## config.mk

```make
export PLATFORM = sky130hd
export DESIGN_NAME = mon_flag_unit
export DESIGN_NICKNAME = d
export VERILOG_FILES = /design/src/rtl/mon_flag_pkg.sv /design/src/rtl/mon_flag_cmp.sv /design/src/rtl/mon_flag_ctrl.sv /design/src/rtl/mon_flag_dp.sv /design/src/rtl/mon_flag_unit.sv
export SDC_FILE = /design/constraint.sdc
export NUM_CORES = 1
export LEC_CHECK = 0
export CAP_MARGIN = 15
export CORE_AREA = 4 4 258 260
export CTS_CLUSTER_DIAMETER = 30
export DETAILED_ROUTE_END_ITERATION = 6
export DIE_AREA = 0 0 262 264
export DONT_BUFFER_PORTS = 1
export GPL_ROUTABILITY_DRIVEN = 0
export SLEW_MARGIN = 20
export SYNTH_ARGS = -nofsm -noshare
export SYNTH_HDL_FRONTEND = slang
export SYNTH_HIERARCHICAL = 1
export SYNTH_SLANG_ARGS = --single-unit
```

## constraint.sdc

```tcl
create_clock -name clk -period 3.95 [get_ports clk]
set_input_delay 0.1975 -clock clk [delete_from_list [all_inputs] [get_ports clk]]
set_output_delay 0.1975 -clock clk [all_outputs]
set_load 0.05 [all_outputs]
```

## src/rtl/mon_flag_pkg.sv

```systemverilog
package mon_flag_pkg;
  localparam int SMP_W      = 16;
  localparam int NUM_CH     = 4;
  localparam int ADDR_W     = 8;
  localparam int FIRST_BYTE = 3;
  localparam int NUM_BYTES  = 12;
  localparam int FLAG_W     = NUM_BYTES * 8;
  localparam int THR_W      = 4 * SMP_W;
  localparam int CH_MONS    = 3;
  // bit offsets inside the flag vector (byte index = address - FIRST_BYTE)
  localparam int LOS_OFS    = 0;
  localparam int FAULT_OFS  = 8;
  localparam int RXLOL_OFS  = 16;
  localparam int TXLOL_OFS  = 20;
  localparam int TEMP_OFS   = 28;
  localparam int INIT_BIT   = 24;
  localparam int VCC_OFS    = 36;
  localparam int CH_MON_IDX0 = 6;
  localparam int BYTES_PER_MON = NUM_CH / 2;

  typedef struct packed {
    logic [NUM_BYTES-1:0] selByte;
    logic                 setInit;
  } flagCtl_t;
endpackage

```

## src/rtl/mon_flag_cmp.sv

```systemverilog
module mon_flag_cmp #(
  parameter int W = 16
) (
  input  logic [W-1:0]   smp,
  input  logic [4*W-1:0] thr,
  output logic [3:0]     flg
);
  logic [W-1:0] hiAlm, loAlm, hiWrn, loWrn;

  assign {hiAlm, loAlm, hiWrn, loWrn} = thr;
  assign flg = {smp > hiAlm, smp < loAlm, smp > hiWrn, smp < loWrn};
endmodule

```

## src/rtl/mon_flag_ctrl.sv

```systemverilog
module mon_flag_ctrl
  import mon_flag_pkg::*;
(
  input  logic              clk,
  input  logic              rstN,
  input  logic              rdStb,
  input  logic [ADDR_W-1:0] rdAddr,
  output flagCtl_t          ctl
);
  logic              initSeen;
  logic              inRange;
  logic [ADDR_W-1:0] ofs;

  assign ofs     = rdAddr - ADDR_W'(FIRST_BYTE);
  assign inRange = rdStb && (rdAddr >= ADDR_W'(FIRST_BYTE)) && (ofs < ADDR_W'(NUM_BYTES));

  always_comb begin
    ctl.selByte = '0;
    if (inRange) ctl.selByte = NUM_BYTES'(1) << ofs;
    ctl.setInit = !initSeen;
  end

  always_ff @(posedge clk or negedge rstN) begin
    if (!rstN) initSeen <= 1'b0;
    else       initSeen <= 1'b1;
  end
endmodule

```

## src/rtl/mon_flag_dp.sv

```systemverilog
module mon_flag_dp
  import mon_flag_pkg::*;
(
  input  logic                    clk,
  input  logic                    rstN,
  input  flagCtl_t                ctl,
  input  logic [NUM_CH-1:0]       rxLos,
  input  logic [NUM_CH-1:0]       txFault,
  input  logic [NUM_CH-1:0]       rxLol,
  input  logic [NUM_CH-1:0]       txLol,
  input  logic [NUM_CH*SMP_W-1:0] rxPwr,
  input  logic [NUM_CH*SMP_W-1:0] txBias,
  input  logic [NUM_CH*SMP_W-1:0] txPwr,
  input  logic [SMP_W-1:0]        tempSmp,
  input  logic [SMP_W-1:0]        vccSmp,
  input  logic [THR_W-1:0]        thrRxPwr,
  input  logic [THR_W-1:0]        thrTxBias,
  input  logic [THR_W-1:0]        thrTxPwr,
  input  logic [THR_W-1:0]        thrTemp,
  input  logic [THR_W-1:0]        thrVcc,
  input  logic [FLAG_W-1:0]       intMask,
  output logic [FLAG_W-1:0]       flagQ,
  output logic [FLAG_W-1:0]       liveVec,
  output logic [7:0]              rdData,
  output logic                    intN
);
  logic [NUM_CH*SMP_W-1:0] chSmp [CH_MONS];
  logic [THR_W-1:0]        chThr [CH_MONS];
  logic [3:0]              chFlg [CH_MONS][NUM_CH];
  logic [3:0]              tempFlg, vccFlg;
  logic [FLAG_W-1:0]       flagNext;

  assign chSmp[0] = rxPwr;
  assign chSmp[1] = txBias;
  assign chSmp[2] = txPwr;
  assign chThr[0] = thrRxPwr;
  assign chThr[1] = thrTxBias;
  assign chThr[2] = thrTxPwr;

  for (genvar m = 0; m < CH_MONS; m++) begin : g_mon
    for (genvar c = 0; c < NUM_CH; c++) begin : g_ch
      mon_flag_cmp #(.W(SMP_W)) u_cmp (
        .smp(chSmp[m][c*SMP_W +: SMP_W]),
        .thr(chThr[m]),
        .flg(chFlg[m][c])
      );
    end
  end

  mon_flag_cmp #(.W(SMP_W)) u_cmpTemp (.smp(tempSmp), .thr(thrTemp), .flg(tempFlg));
  mon_flag_cmp #(.W(SMP_W)) u_cmpVcc  (.smp(vccSmp),  .thr(thrVcc),  .flg(vccFlg));

  // live condition vector laid out exactly like the flag field
  always_comb begin
    liveVec = '0;
    liveVec[LOS_OFS   +: NUM_CH] = rxLos;
    liveVec[FAULT_OFS +: NUM_CH] = txFault;
    liveVec[RXLOL_OFS +: NUM_CH] = rxLol;
    liveVec[TXLOL_OFS +: NUM_CH] = txLol;
    liveVec[TEMP_OFS  +: 4]      = tempFlg;
    liveVec[VCC_OFS   +: 4]      = vccFlg;
    for (int m = 0; m < CH_MONS; m++) begin
      for (int c = 0; c < NUM_CH; c++) begin
        liveVec[(CH_MON_IDX0 + m*BYTES_PER_MON + c/2)*8 + ((c % 2 == 0) ? 4 : 0) +: 4] = chFlg[m][c];
      end
    end
  end

  // sticky update: read clear wins over new conditions, init set wins over all
  always_comb begin
    flagNext = flagQ | liveVec;
    for (int k = 0; k < NUM_BYTES; k++) begin
      if (ctl.selByte[k]) flagNext[k*8 +: 8] = 8'h00;
    end
    if (ctl.setInit) flagNext[INIT_BIT] = 1'b1;
  end

  always_ff @(posedge clk or negedge rstN) begin
    if (!rstN) flagQ <= '0;
    else       flagQ <= flagNext;
  end

  always_comb begin
    rdData = 8'h00;
    for (int k = 0; k < NUM_BYTES; k++) begin
      if (ctl.selByte[k]) rdData = rdData | flagQ[k*8 +: 8] | liveVec[k*8 +: 8];
    end
  end

  assign intN = ~|(flagQ & ~intMask);
endmodule

```

## src/rtl/mon_flag_unit.sv

```systemverilog
module mon_flag_unit
  import mon_flag_pkg::*;
(
  input  logic                    clk,
  input  logic                    rstN,
  input  logic [NUM_CH-1:0]       rxLos,
  input  logic [NUM_CH-1:0]       txFault,
  input  logic [NUM_CH-1:0]       rxLol,
  input  logic [NUM_CH-1:0]       txLol,
  input  logic [NUM_CH*SMP_W-1:0] rxPwr,
  input  logic [NUM_CH*SMP_W-1:0] txBias,
  input  logic [NUM_CH*SMP_W-1:0] txPwr,
  input  logic [SMP_W-1:0]        tempSmp,
  input  logic [SMP_W-1:0]        vccSmp,
  input  logic [THR_W-1:0]        thrRxPwr,
  input  logic [THR_W-1:0]        thrTxBias,
  input  logic [THR_W-1:0]        thrTxPwr,
  input  logic [THR_W-1:0]        thrTemp,
  input  logic [THR_W-1:0]        thrVcc,
  input  logic [FLAG_W-1:0]       intMask,
  input  logic                    rdStb,
  input  logic [ADDR_W-1:0]       rdAddr,
  output logic [7:0]              rdData,
  output logic                    intN
);
  flagCtl_t          ctl;
  logic [FLAG_W-1:0] flagQ;
  logic [FLAG_W-1:0] liveVec;

  mon_flag_ctrl u_ctrl (
    .clk(clk), .rstN(rstN), .rdStb(rdStb), .rdAddr(rdAddr), .ctl(ctl)
  );

  mon_flag_dp u_dp (
    .clk(clk), .rstN(rstN), .ctl(ctl),
    .rxLos(rxLos), .txFault(txFault), .rxLol(rxLol), .txLol(txLol),
    .rxPwr(rxPwr), .txBias(txBias), .txPwr(txPwr),
    .tempSmp(tempSmp), .vccSmp(vccSmp),
    .thrRxPwr(thrRxPwr), .thrTxBias(thrTxBias), .thrTxPwr(thrTxPwr),
    .thrTemp(thrTemp), .thrVcc(thrVcc),
    .intMask(intMask), .flagQ(flagQ), .liveVec(liveVec),
    .rdData(rdData), .intN(intN)
  );
endmodule

```

==> flow_metrics.py <==
metrics = {
    "routing": {
        "drt_iter0_drc": 1702,
        "avgRoutedWirePerCell_um": 23.4,
        "detail-route-antenna-nets": 0,
        "drc": 0,
        "vias": 24700,
        "viasPerCell": 5.58,
        "drt_wl_total_um": 104000,
        "drtPass1Iterations": 5,
    },
    "synth": {
        "synth_nets": 5064,
        "syn_area_um2": 26100,
        "ys_warn_count": 6,
        "syn_avg_cell_area_um2": 7.40,
        "netlist_instances": 3528,
    },
    "timing": {
        "drv_slew": 0,
        "rsz0062_at_grt": "false",
        "final-setup-viol-count": 0,
        "fin_skew_ps": 0.106,
        "setup_tns_ps": 0,
        "slew_headroom_pct": 35.6,
        "fmax_mhz": 312,
        "post-route-period-util_pct": 81.2,
        "final.min_clock_period_ps": 3210,
        "hold_viol_final": 0,
        "tightest_slew_ps": 959,
    },
    "setup_path": {
        "crit_required_ps": 3750,
        "slowest_delay_ps": 530,
        "path_buf_inv": 3,
        "path_max_fanout": 4,
        "cp_slowest_cell": "o21ai_0",
        "crit_chain": "inv_1 -> ha_1 -> nand4_1 -> inv_1 -> a221oi_1 -> or2_1 -> a21oi_2 -> o21ai_0 -> nand3_1 -> nor2_1 -> nand3_1 -> buf_4",
        "startpoint_type": "input pin",
        "arrival_ps": 3010,
        "critical-path-top-delay-family": "compound AO/OA/AOI/OAI gates",
        "worstSetupPathType": "input pin to primary output",
        "critPathCaptureType": "primary output",
    },
    "placed_design": {
        "port_buffers": 0,
        "dpl-instance-area_um2": 27300,
        "dpl.hpwl_um": 91700,
        "dp.cells": 4388,
    },
    "cts": {
        "numCtsBuffers": 9,
        "post_cts_buffers": 0,
        "cts-root-buf": "clkbuf_16",
        "cts_tree": "done",
        "clock-sinks": 74,
        "h-tree-depth": 3,
        "clockBufferDepth": 2,
        "clk_pin_slew_ps": 70,
        "clock_latency_ps": 340,
    },
    "worst_hold_path": {
        "hold_path.class": "input pin to register",
    },
    "final_layout": {
        "final_cell_mix": "inv_1, ha_1, a21oi_1",
        "final_common_cell": "inv_1",
        "syn_to_final_growth_pct": 6.44,
        "final_area_um2": 27800,
        "nFillCells": 6646,
        "instances_no_fill": 4433,
        "fin_nets": 5098,
        "drive_gt1_share_pct": 5.94,
    },
    "floorplan": {
        "core-area_um2": 64100,
        "die_y_um": 264,
        "start_util_pct": 40.7,
        "io_pins": 676,
        "die-area_um2": 69200,
        "die_w_um": 262,
        "core.rowCount": 93,
    },
    "global_route": {
        "grt_first_pass_wirelength_um": 148000,
        "grt.total_usage_pct": 28.5,
        "grt_start_max_net_pins": 75,
        "antenna_found_initial": 30,
        "overflow": 0,
        "grt_pass1_vias": 23400,
    },
    "job": {
        "cap_violations": 0,
    },
    "power_and_ir_drop": {
        "p_total_uw": 3980,
        "powerDensity_nw_per_um2": 143,
        "vdd_drop_max_mv": 0.170,
        "power.leakage_uw": 0.0165,
    },
    "run_status": {
        "status": "finished clean",
    },
}
-- routing by layer --
metal | GRT usage, % | part of all wire [%] | up-vias
met5 | 0 | 0.18 | -
met4 | 11.8 | 4.8 | 30
met3 | 8.51 | 9.3 | 199
met2 | 48.0 | 46 | 897
met1 | 33.7 | 40 | 11300
li1 | - | - | 12300
-- state kept, by name, indices dropped and copies added (netlist names) --
name,count
u_ctrl/initSeen,1
u_dp/flagQ,73
-- cell type report --
class                   instances  area, um2  area share, %
inverters                     946       3550           12.8
well taps                     855       1070           3.85
clock buffers                   9        225          0.810
flip-flops and latches         74       1850           6.66
clock inverters                 7       83.8          0.302
repair buffers                 33        310           1.12
multi-input cells            2498      20700           74.4
diodes                         11       27.5         0.0990
-- power breakdown --
part	switching [uW]	internal, uW	total [uW]
clock network	368	502	870
logic	1340	995	2340
registers	3.49	762	766
-- per-stage QoR --
step           util (%)  hold WS (ps)  setup slack (ps)
2_1_floorplan         -         -98.1              1160
3_3_place_gp       42.5         -89.5               736
3_5_place_dp       42.5         -90.0               735
4_1_cts            43.3           161               722
5_1_grt            43.3           186               694
6_report           43.4           177               744
-- timing repair --
action,in CTS,in global routing
hold endpoints to repair,90,0
hold buffers,18,0
gates resized for setup,0,0
-- worst reg2reg max path: cells and delay by family (launching register included) --
family        cells  cell delay (ps)
simple gates      2              270
flops             1              390
-- worst paths after layout --
| kind | startpoint | endpoint | slack [ps] | cells past startpoint |
|---|---|---|---|---|
| worst max register to register | u_dp/flagQ[28] | u_dp/flagQ[28] | 3170 | 2 |
| worst min register to register | u_dp/flagQ[24] | u_dp/flagQ[24] | 490 | 1 |
| min in group asynchronous | rstN | u_dp/flagQ[19] | 470 | 2 |
| max in group asynchronous | rstN | u_dp/flagQ[77] | 3140 | 2 |
| worst max-delay path | thrTxBias[26] | rdData[1] | 740 | 12 |
| worst min-delay path | rdAddr[0] | u_dp/flagQ[10] | 180 | 3 |
Note: power is estimated with default switching activity, not from simulation.
